[config.mk]
export PLATFORM = sky130hd
export DESIGN_NAME = ser_cmd_if
export DESIGN_NICKNAME = d
export VERILOG_FILES = /design/src/rtl/ser_cmd_pkg.sv /design/src/rtl/ser_sync.sv /design/src/rtl/ser_rx.sv /design/src/rtl/ser_tx.sv /design/src/rtl/ser_cmd_if.sv
export SDC_FILE = /design/constraint.sdc
export NUM_CORES = 1
export LEC_CHECK = 0
export ABC_AREA = 1
export ABC_CLOCK_PERIOD_IN_PS = 1300
export BUFFER_PORTS_ARGS = -buffer_cell sky130_fd_sc_hd__buf_2
export CAP_MARGIN = 20
export CORE_ASPECT_RATIO = 1.75
export CORE_MARGIN = 3
export CORE_UTILIZATION = 25
export CTS_BUF_LIST = sky130_fd_sc_hd__clkbuf_4 sky130_fd_sc_hd__clkbuf_8 sky130_fd_sc_hd__clkbuf_16
export CTS_CLUSTER_SIZE = 40
export DETAILED_ROUTE_END_ITERATION = 10
export GPL_ROUTABILITY_DRIVEN = 0
export SETUP_SLACK_MARGIN = 0.4
export SYNTH_ARGS = -nofsm -noshare
export SYNTH_HDL_FRONTEND = slang
export SYNTH_SLANG_ARGS = --single-unit
[constraint.sdc]
create_clock -name clk -period 1.3 [get_ports clk]
set_input_delay 0.13 -clock clk [delete_from_list [all_inputs] [get_ports clk]]
set_output_delay 0.13 -clock clk [all_outputs]
set_load 0.02 [all_outputs]
[src/rtl/ser_cmd_pkg.sv]
package ser_cmd_pkg;
  localparam int BYTE_W = 8;
  localparam int BIT_CW = $clog2(BYTE_W);
  typedef logic [BYTE_W-1:0] byte_t;
  // command bits [7:6] value that selects a read frame
  localparam logic [1:0] RD_TAG = 2'b01;
endpackage

[src/rtl/ser_sync.sv]
module ser_sync #(
  parameter int W = 3,
  parameter logic [W-1:0] RST_VAL = '1
) (
  input  logic         clk,
  input  logic         rst_n,
  input  logic [W-1:0] d_i,
  output logic [W-1:0] lvl_o,
  output logic [W-1:0] rise_o,
  output logic [W-1:0] fall_o
);
  logic [W-1:0] s1, s2, prev;

  for (genvar g = 0; g < W; g++) begin : g_bit
    always_ff @(posedge clk or negedge rst_n) begin
      if (!rst_n) begin
        s1[g]   <= RST_VAL[g];
        s2[g]   <= RST_VAL[g];
        prev[g] <= RST_VAL[g];
      end else begin
        s1[g]   <= d_i[g];
        s2[g]   <= s1[g];
        prev[g] <= s2[g];
      end
    end
    assign rise_o[g] = s2[g] & ~prev[g];
    assign fall_o[g] = ~s2[g] & prev[g];
  end

  assign lvl_o = s2;
endmodule

[src/rtl/ser_rx.sv]
module ser_rx
  import ser_cmd_pkg::*;
#(
  parameter int IDX_W = 4
) (
  input  logic             clk,
  input  logic             rst_n,
  input  logic             abort_i,
  input  logic             take_i,
  input  logic             sdi_i,
  output logic             rd_mode_o,
  output logic             cmd_valid_o,
  output byte_t            cmd_byte_o,
  output logic             data_valid_o,
  output byte_t            data_byte_o,
  output logic [IDX_W-1:0] data_idx_o
);
  byte_t             sh;
  logic [BIT_CW-1:0] cnt;
  logic              first;
  logic [IDX_W-1:0]  idx;
  byte_t             nb;

  assign nb = {sdi_i, sh[BYTE_W-1:1]};

  always_ff @(posedge clk or negedge rst_n) begin
    if (!rst_n) begin
      sh           <= '0;
      cnt          <= '0;
      first        <= 1'b1;
      idx          <= '0;
      rd_mode_o    <= 1'b0;
      cmd_valid_o  <= 1'b0;
      cmd_byte_o   <= '0;
      data_valid_o <= 1'b0;
      data_byte_o  <= '0;
      data_idx_o   <= '0;
    end else begin
      cmd_valid_o  <= 1'b0;
      data_valid_o <= 1'b0;
      if (abort_i) begin
        cnt       <= '0;
        first     <= 1'b1;
        idx       <= '0;
        rd_mode_o <= 1'b0;
      end else if (take_i) begin
        sh <= nb;
        if (cnt == BIT_CW'(BYTE_W - 1)) begin
          cnt <= '0;
          if (first) begin
            first       <= 1'b0;
            cmd_valid_o <= 1'b1;
            cmd_byte_o  <= nb;
            rd_mode_o   <= (nb[BYTE_W-1 -: 2] == RD_TAG);
          end else if (!rd_mode_o) begin
            data_valid_o <= 1'b1;
            data_byte_o  <= nb;
            data_idx_o   <= idx;
            idx          <= idx + 1'b1;
          end
        end else begin
          cnt <= cnt + 1'b1;
        end
      end
    end
  end
endmodule

[src/rtl/ser_tx.sv]
module ser_tx
  import ser_cmd_pkg::*;
(
  input  logic  clk,
  input  logic  rst_n,
  input  logic  abort_i,
  input  logic  rd_mode_i,
  input  logic  shift_i,
  input  byte_t tx_byte_i,
  output logic  sdo_low_o
);
  logic [BYTE_W-2:0] sh;
  logic [BIT_CW-1:0] cnt;
  logic              bit_q;

  always_ff @(posedge clk or negedge rst_n) begin
    if (!rst_n) begin
      sh    <= '0;
      cnt   <= '0;
      bit_q <= 1'b1;
    end else if (abort_i || !rd_mode_i) begin
      cnt   <= '0;
      bit_q <= 1'b1;
    end else if (shift_i) begin
      if (cnt == '0) begin
        bit_q <= tx_byte_i[0];
        sh    <= tx_byte_i[BYTE_W-1:1];
      end else begin
        bit_q <= sh[0];
        sh    <= {1'b0, sh[BYTE_W-2:1]};
      end
      cnt <= cnt + 1'b1;
    end
  end

  assign sdo_low_o = ~bit_q;
endmodule

[src/rtl/ser_cmd_if.sv]
module ser_cmd_if
  import ser_cmd_pkg::*;
#(
  parameter int IDX_W = 4
) (
  input  logic             clk,
  input  logic             rst_n,
  input  logic             strb_i,
  input  logic             sclk_i,
  input  logic             sdi_i,
  input  logic [7:0]       tx_byte_i,
  output logic             sdo_low_o,
  output logic             cmd_valid_o,
  output logic [7:0]       cmd_byte_o,
  output logic             data_valid_o,
  output logic [7:0]       data_byte_o,
  output logic [IDX_W-1:0] data_idx_o
);
  localparam int PIN_STB = 2;
  localparam int PIN_CLK = 1;
  localparam int PIN_DAT = 0;

  logic [2:0] lvl, rise, fall;
  logic abort, take, shift, rd_mode;

  ser_sync #(.W(3), .RST_VAL(3'b111)) u_sync (
    .clk(clk), .rst_n(rst_n), .d_i({strb_i, sclk_i, sdi_i}),
    .lvl_o(lvl), .rise_o(rise), .fall_o(fall)
  );

  assign abort = rise[PIN_STB] | fall[PIN_STB];
  assign take  = rise[PIN_CLK] & ~lvl[PIN_STB];
  assign shift = fall[PIN_CLK] & ~lvl[PIN_STB];

  ser_rx #(.IDX_W(IDX_W)) u_rx (
    .clk(clk), .rst_n(rst_n), .abort_i(abort), .take_i(take),
    .sdi_i(lvl[PIN_DAT]), .rd_mode_o(rd_mode),
    .cmd_valid_o(cmd_valid_o), .cmd_byte_o(cmd_byte_o),
    .data_valid_o(data_valid_o), .data_byte_o(data_byte_o),
    .data_idx_o(data_idx_o)
  );

  ser_tx u_tx (
    .clk(clk), .rst_n(rst_n), .abort_i(abort), .rd_mode_i(rd_mode),
    .shift_i(shift), .tx_byte_i(tx_byte_i), .sdo_low_o(sdo_low_o)
  );
endmodule

### Word-level counts from Yosys, hierarchy flattened

Cells that the tools add are included.

* register bits after elaboration: 58
* bits of input ports: 13
* logic and storage cells: 88

* add/subtract/negate cells: 3
* eq/ne operators: 4
* mux-type cells: 30
* bitwise operators: 16
* reductions and logical operators: 14

Operators with widths (number)
* 4-bit two-way mux: 5
* 1-bit two-way mux: 19
* 3-bit two-way mux: 5
* 1-bit NOT: 9
* 4-bit AND reduction: 2
* 2-bit nonzero test: 4
* 7-bit two-way mux: 1
* 3-bit by 1-bit adder with 3-bit output, second input constant: 2
* 1-bit AND: 6
* 2-bit AND reduction: 3
* 5-bit AND reduction: 1
* 4-bit by 1-bit adder with 4-bit output, second input constant: 1
* 2-bit by 1-bit != test with 1-bit output, second input constant: 2
* 3-bit == test, second input constant: 1
* 3-bit logical NOT: 1
* 3-bit AND reduction: 1
* 2-bit by 1-bit == test with 1-bit output, second input constant: 1
* 1-bit logical NOT: 1
* 1-bit logical OR: 1
* 1-bit OR: 1

### Logic depth before layout (Yosys ltp)

Gate-level depths: netlist (run 1).

* depth in word-level cells: 6
* depth in mapped cells: 8
* mapped depth without buffers: 8

### Modules after synthesis

Synthesis (run 1) repeated with hierarchy kept, for this count alone.

* cells, all modules: 274
* area total of the unflattened synthesis: 2539.9 um^2

By module, submodules not included
* ser_rx: instances 1, cells each 160, area an instance 1619.1 um^2, sequential area each 952.2 um^2
* ser_tx: instances 1, cells each 86, area an instance 613.1 um^2, sequential area each 276.5 um^2
* ser_sync: instances 1, cells each 21, area an instance 281.5 um^2, sequential area each 236.5 um^2
* ser_cmd_if: instances 1, cells each 7, area an instance 26.3 um^2, sequential area each 0.0 um^2

### Worst setup path before layout (run 1)

Ideal clock, no wire load.

* kind: reg2reg
* from: reg u_rx.cnt[0]
* to: reg u_rx.data_byte_o[7]
* arrival time: 1300 ps
* slack: -118 ps
* cell stages (with the launch flop): 9
* buffers on the path: 1
* clock period less this slack: 1418 ps
* path through: dfrtp_1 ha_1 ha_1 inv_1 nor2_1 nand2_2 buf_6 nand2_1 o21ai_2

* longest elaborated chain between the ends: 2

RTL lines
* from (decl): line ser_rx.sv:19 `logic [BIT_CW-1:0] cnt;`
* from (signal assigned): line ser_rx.sv:62 `cnt <= cnt + 1'b1;`
* 3-bit == test: line ser_rx.sv:48 `if (cnt == BIT_CW'(BYTE_W - 1)) begin`
* 5-bit AND reduction (no source line)
* to (signal assigned): line ser_rx.sv:57 `data_byte_o <= nb;`
* to (decl): line ser_rx.sv:15 `output byte_t data_byte_o,`

No other way between the ends.
A chain may end at the register's enable or synchronous reset.

### Worst setup path in the final report (run 1)

* from: reg u_sync.s2[1], in the netlist u_sync.lvl_o[1]
* to: reg u_rx.cmd_byte_o[3]

* longest elaborated chain between the ends: 3

RTL lines
* from (decl): line ser_sync.sv:12 `logic [W-1:0] s1, s2, prev;`
* from (signal, indexed assignment): line ser_sync.sv:18 `s2[g] <= RST_VAL[g];`
* from (signal, indexed assignment): line ser_sync.sv:22 `s2[g] <= s1[g];`
* 1-bit AND: line ser_sync.sv:26 `assign rise_o[g] = s2[g] & ~prev[g];`
* 1-bit AND: line ser_cmd_if.sv:32 `assign take = rise[PIN_CLK] & ~lvl[PIN_STB];`
* 4-bit AND reduction (no source line)
* to (signal assigned): line ser_rx.sv:53 `cmd_byte_o <= nb;`
* to (decl): line ser_rx.sv:13 `output byte_t cmd_byte_o,`

No other way between the ends.

==> results of run 1 <==
[layout make-up]
cell class / instances / share of cell area [%]
Clock buffer: 10 / 6.08
Clock inverter: 6 / 1.46
Inverter: 34 / 3.50
Multi-Input combinational cell: 181 / 28.7
Sequential cell: 57 / 36.6
Tap cell: 122 / 3.88
Timing Repair Buffer: 81 / 19.8
[routing by layer]
metal,global-route usage (%),vias up
met5,0,-
met4,6.48,0
met3,3.19,18
met2,19.3,27
met1,12.4,1000
li1,-,1038
[kinds of logic (layout without fill, tap and decap cells)]
family          after synthesis  after routing  share of synthesized area, %
simple gates                135            138                          22.6
flops                        57             57                          57.9
buf+inv                      39            131                          7.40
compound gates               36             36                          8.76
fa+ha+maj                     6              6                          3.02
xor+xnor                      1              1                         0.352
[worst min-delay path, cell delays in order]
cell     delay (ns)
buf_2          0.10
nand2_1        0.05
o21ai_1        0.06
[final timing paths]
path / start / to
setup / recovery: u_sync.lvl_o[1] / u_rx.cmd_byte_o[3]
hold / removal: tx_byte_i[7] / u_tx.sh[6]
setup reg to reg: u_sync.lvl_o[1] / u_rx.cmd_byte_o[3]
hold reg to reg: u_sync.s1[0] / u_sync.lvl_o[0]
max in group asynchronous: rst_n / u_tx.bit_q
min in group asynchronous: rst_n / u_rx.cmd_byte_o[3]
[power by group through the flow]
stage / logic [mW] / registers [mW] / clock network, mW
global placement: 0.328 / 1.99 / 0
CTS: 0.402 / 1.98 / 2.36
floorplan: 0.185 / 1.98 / 0
finish: 0.422 / 1.99 / 2.31
detailed placement: 0.337 / 2.00 / 0
global route: 0.474 / 2.00 / 2.42
[sequential cells by signal (all words and copies together) (netlist names), 2 cells and up]
name / cells
u_rx.cmd_byte_o: 8
u_rx.data_byte_o: 8
u_rx.sh: 7
u_tx.sh: 7
u_rx.data_idx_o: 4
u_rx.idx: 4
u_rx.cnt: 3
u_sync.lvl_o: 3
u_sync.s1: 3
u_tx.cnt: 3
u_sync.prev: 2
[timing repair]
item / in CTS / in global routing
setup endpoints to repair: 72 / 81
buffers inserted: 14 / 7
hold buffers: 4 / 0
pin swaps: 12 / 3
endpoints found under the hold margin: 16 / 0
cloned: 2 / 3
gates resized for setup: 93 / 40
[cells in the final DEF, fill, tap and decap left out, drive strengths merged, types with 4 or more instances in the layout]
cell type | synthesis | routed
clkbuf | 0 | 12
dlygate4sd3 | 0 | 4
ha | 6 | 6
clkinv | 0 | 4
inv | 34 | 34
buf | 5 | 75
nor2 | 12 | 13
o21ai | 35 | 35
dfrtp | 47 | 47
nand3 | 11 | 11
nand2 | 111 | 113
dfstp | 10 | 10
[stage by stage]
step	setup slack, ns	std cells	power, mW	utilization (%)	cell area (µm²)
6_report	-0.0768	491	4.71	41.0	3930
5_1_grt	-0.127	491	4.89	41.0	3930
4_1_cts	-0.0233	481	4.74	38.7	3710
3_5_place_dp	-0.0452	445	2.33	31.2	3000
3_3_place_gp	-0.0226	445	2.32	31.2	3000
2_1_floorplan	0.0289	274	2.17	-	2540
==> run metrics, run 1 <==
Die Width 81.4 µm; worst skew pair latency 0.33 ns; Comb power frac 9.0%; Syn Nets 293; critical path arrival 1.57 ns; Clock power frac 48.9%; Crit. End Element flop; Routed met3 length 187 µm; Post-Syn Area 2490 µm²; share of layout cells above drive strength 1 48.2%; Int Power 3.60 mW; Final Skew 0.00540 ns; run status finished, violations left; via count 2083; static leakage 1.98 nW; total CTS buffers 9; root buffer cell clkbuf_16; M1 WL 2260 µm; top cells by area, synth dfrtp_1 47%, nand2_1 16%, dfstp_2 11%; gr usage total 11.4%; number of flops mapped to enable cells by yosys 0; Post-Syn Instances 274; Initial Utilization 25.9%; PwrDens 1200 nW/µm²; number of nets with antenna violations after routing 0; # IOs 36; setup total negative slack -0.377 ns; Fillers 891; register area share after synthesis 57.9%; fin crit share 106%; largest net degree at the start of global routing 26; slowest stage delay, CP 0.55 ns; Hold Crit Depth 3; synth unique cells 19; Crit path required time 1.50 ns; area grow syn2layout 58.2%; Max IR drop VDD 653 µV; Max Slew Vio Count 0; Longest Clk Path Bufs 2; die footprint 11200 µm²; Commonest cells post-synth 108 x nand2_1, 47 x dfrtp_1, 32 x inv_1, 24 x o21ai_0; H-Tree Depth 3; first-pass GRT wire length 9620 µm; detailed-route wire length per cell 12.1 µm; DRT iter0 DRCs 96; R2R cell count 6; initial antenna violation count 0; HP Class input port to flop; Post-synth ARST share 100%; FF+latch area 1440 µm²; Detailed Routing Iterations Pass 1 4; vias in the first global route 2090; Max Cap Viol 0; CP Depth 6; Top delay family on crit path flip-flops; ys flop type dfrtp_1; sequential share of power 42.2%; critical path type flop to flop; slowest CP cell dfstp_2; Synth Register Bits 57; Final Critical Period 1.38 ns; f_max 726 MHz; slew margin rel. 82.5%; core region area 9590 µm²; Port Buffers 35; final hold violation count 0; final net count 383; # diodes 0; sw frac 23.6%; worst slew pin tran 0.262 ns; worst path cell trace nand3_4 -> nor2_4 -> buf_4 -> nand2_4 -> nand2_1 -> o21ai_0; clock slew at reported path FFs 0.05 ns; count leader, synth nand2_1; TritonCTS clock tree yes; met2 routed WL 3280 µm; multi-input logic area 1130 µm²; Die Height 138 µm; RSZ-0062 raised after global routing yes; syn_area_per_cell 9.07 µm²; area share of the largest cell type after synthesis 47.3%; synth warn 0; Vias per Instance 4.24; Residual DRC 0; GR Overflow Total 0; Yosys top cell by area dfrtp_1; # clock sinks 57; detailed placer's ending HPWL 3860 µm; FP Rows 47; slack of the critical path -0.0768 ns; Startpoint Class flop; Switching Power 1.11 mW; FF-to-FF setup slack -0.08 ns; WP buf/inv 1; crit path max fanout 5; Final setup viols 24; Top Metal Used met4; hold_ws 0.0530 ns; failing checks setup timing; final wirelength 5950 µm
(Power assumes the default switching activity.)
==> run 2, diff against run 1 <==
--- a/config.mk
+++ b/config.mk
@@ -11,11 +11,12 @@
 export CAP_MARGIN = 20
 export CORE_ASPECT_RATIO = 1.75
 export CORE_MARGIN = 3
-export CORE_UTILIZATION = 25
+export CORE_UTILIZATION = 45
 export CTS_BUF_LIST = sky130_fd_sc_hd__clkbuf_4 sky130_fd_sc_hd__clkbuf_8 sky130_fd_sc_hd__clkbuf_16
 export CTS_CLUSTER_SIZE = 40
 export DETAILED_ROUTE_END_ITERATION = 10
 export GPL_ROUTABILITY_DRIVEN = 0
+export PLACE_DENSITY = 0.68
 export SETUP_SLACK_MARGIN = 0.4
 export SYNTH_ARGS = -nofsm -noshare
 export SYNTH_HDL_FRONTEND = slang
==> run 2 against run 1 <==
The run still ends with setup timing left. Critical path depth increased by 2. Non-clock buffer count increased by 2. Final cell count decreased by 9.4%. Critical path type unchanged. Highest routed layer unchanged.
==> run metrics, run 2 (synthesis results as in run 1) <==
Final Critical Period 1.34 ns (was 1.38 ns); Port Buffers 35 (unchanged); Max Slew Vio Count 0 (unchanged); Final Skew 0.0114 ns (was 0.00540 ns); static leakage 1.89 nW (was 1.98 nW); area grow syn2layout 54.1% (was 58.2%); H-Tree Depth 3 (unchanged); Initial Utilization 46.9% (was 25.9%); total CTS buffers 9 (unchanged); Longest Clk Path Bufs 2 (unchanged); crit path max fanout 7 (was 5); setup total negative slack -0.405 ns (was -0.377 ns); Final Cell Area 3830 µm² (was 3930 µm²); Die Height 104 µm (was 138 µm); GR Overflow Total 0 (unchanged); clock slew at reported path FFs 0.07 ns (was 0.05 ns); vias in the first global route 2083 (was 2090); final wirelength 5570 µm (was 5950 µm); Placed Cells incl. Taps 396 (was 445); FP Rows 35 (was 47); Fillers 380 (was 891); DRT iter0 DRCs 88 (was 96); largest net degree at the start of global routing 58 (was 26); Crit. End Element flop (unchanged); detailed placer's ending HPWL 3400 µm (was 3860 µm); hold_ws 0.0573 ns (was 0.0530 ns); Residual DRC 0 (unchanged); failing checks setup timing (unchanged); run status finished, violations left (unchanged); Max Cap Viol 0 (unchanged); die footprint 6490 µm² (was 11200 µm²); core region area 5300 µm² (was 9590 µm²); Startpoint Class flop (unchanged); critical path type flop to flop (unchanged); # clock sinks 57 (unchanged); HP Class input port to flop (unchanged); FF-to-FF setup slack -0.04 ns (was -0.08 ns); # diodes 0 (unchanged); Detailed Routing Iterations Pass 1 4 (unchanged); # IOs 36 (unchanged); fin crit share 103% (was 106%); Crit path required time 1.53 ns (was 1.50 ns); Final setup viols 20 (was 24); area of placed instances 2920 µm² (was 3000 µm²); f_max 747 MHz (was 726 MHz); Largest regs u_rx.cmd_byte_o (8), u_rx.data_byte_o (8) (unchanged); final net count 385 (was 383); root buffer cell clkbuf_8 (was clkbuf_16); most common cell after layout, fill and taps aside nand2_1 (unchanged); gr usage total 18.5% (was 11.4%); via count 2086 (was 2083); number of nets with antenna violations after routing 0 (unchanged); share of layout cells above drive strength 1 50.4% (was 48.2%); Vias per Instance 4.69 (was 4.24); critical path arrival 1.57 ns (about the same); Max IR drop VDD 716 µV (was 653 µV); TritonCTS clock tree yes (unchanged); detailed-route wire length per cell 12.5 µm (was 12.1 µm); most frequent cells in the layout 71 x nand2_1, 47 x dfrtp_1, 33 x buf_4 (was 77 x nand2_1, 47 x dfrtp_1, 32 x buf_6); slack of the critical path -0.0381 ns (was -0.0768 ns); initial antenna violation count 0 (unchanged); Die Width 62.2 µm (was 81.4 µm); non-filler cells, final 445 (was 491); slew margin rel. 79.5% (was 82.5%); PwrDens 1010 nW/µm² (was 1200 nW/µm²); RSZ-0062 raised after global routing yes (unchanged); first-pass GRT wire length 9380 µm (was 9620 µm); final hold violation count 0 (unchanged); worst slew pin tran 0.307 ns (was 0.262 ns); worst skew pair latency 0.34 ns (was 0.33 ns)
[run 2: cell count changes in the layout (fill, tap and decap cells not counted), sizes merged]
| cell | before | now |
|---|---|---|
| clkbuf | 12 | 10 |
| bufinv | 1 | 0 |
| buf | 75 | 79 |
| clkinv | 4 | 2 |
| clkinvlp | 1 | 4 |
[run 2: area by class of cell]
class	count	area [µm²]	share of cell area, %
clock buffer	10	138	3.59
multi-input combinational	181	1200	31.5
inverter	34	140	3.66
clock inverter	6	43.8	1.14
sequential	57	1440	37.6
timing repair buffer	83	773	20.2
tap	74	92.6	2.42
[run 2: timing repair]
item / CTS / global route
gates cloned: 4 / 0
gates resized for setup: 116 / 33
hold endpoints to repair: 50 / 0
setup buffers: 19 / 6
pin swaps: 20 / 16
hold buffers: 4 / 0
endpoints found under the setup margin: 72 / 72
[run 2: critical path: stages, from the launching register on]
cell and delay [ns]:
dfrtp_1 0.41, ha_4 0.17, ha_4 0.14, inv_4 0.04
nor2_4 0.11, nand2_4 0.11, buf_12 0.17, nand2_2 0.06
o21ai_2 0.04
[run 2: through the flow]
stage / setup slack [ns] / util [%] / power, mW
floorplan: 0.0289 / - / 2.17
finish: -0.0381 / 72.3 / 3.86
global route: -0.0763 / 72.3 / 4.06
global placement: -0.0226 / 55.0 / 2.30
detailed placement: -0.0474 / 55.0 / 2.31
CTS: -0.0320 / 69.4 / 3.87
[run 2: worst paths after layout]
path	startpoint	to	cells after the start
setup / recovery	u_rx.cnt[1]	u_rx.data_byte_o[5]	8
max in group asynchronous	rst_n	u_sync.s1[0]	3
hold / removal	tx_byte_i[7]	u_tx.sh[6]	3
setup reg to reg	u_rx.cnt[1]	u_rx.data_byte_o[5]	8
hold reg to reg	u_sync.s1[1]	u_sync.lvl_o[1]	0
min in group asynchronous	rst_n	u_tx.sh[1]	3
[run 2: metal layers]
metal / up-vias / track usage (%) / routed length, µm
li1: 1040 / - / -
met1: 999 / 21.5 / 2210
met2: 40 / 31.6 / 3080
met3: 7 / 5.19 / 180
met4: 0 / 8.07 / 93
met5: - / 0 / 0
[run 2: power breakdown]
| part | total, mW | switching (mW) | internal, mW |
|---|---|---|---|
| Combinational | 0.409 | 0.242 | 0.168 |
| Clock | 1.47 | 0.730 | 0.740 |
| Sequential | 1.98 | 0.0752 | 1.90 |
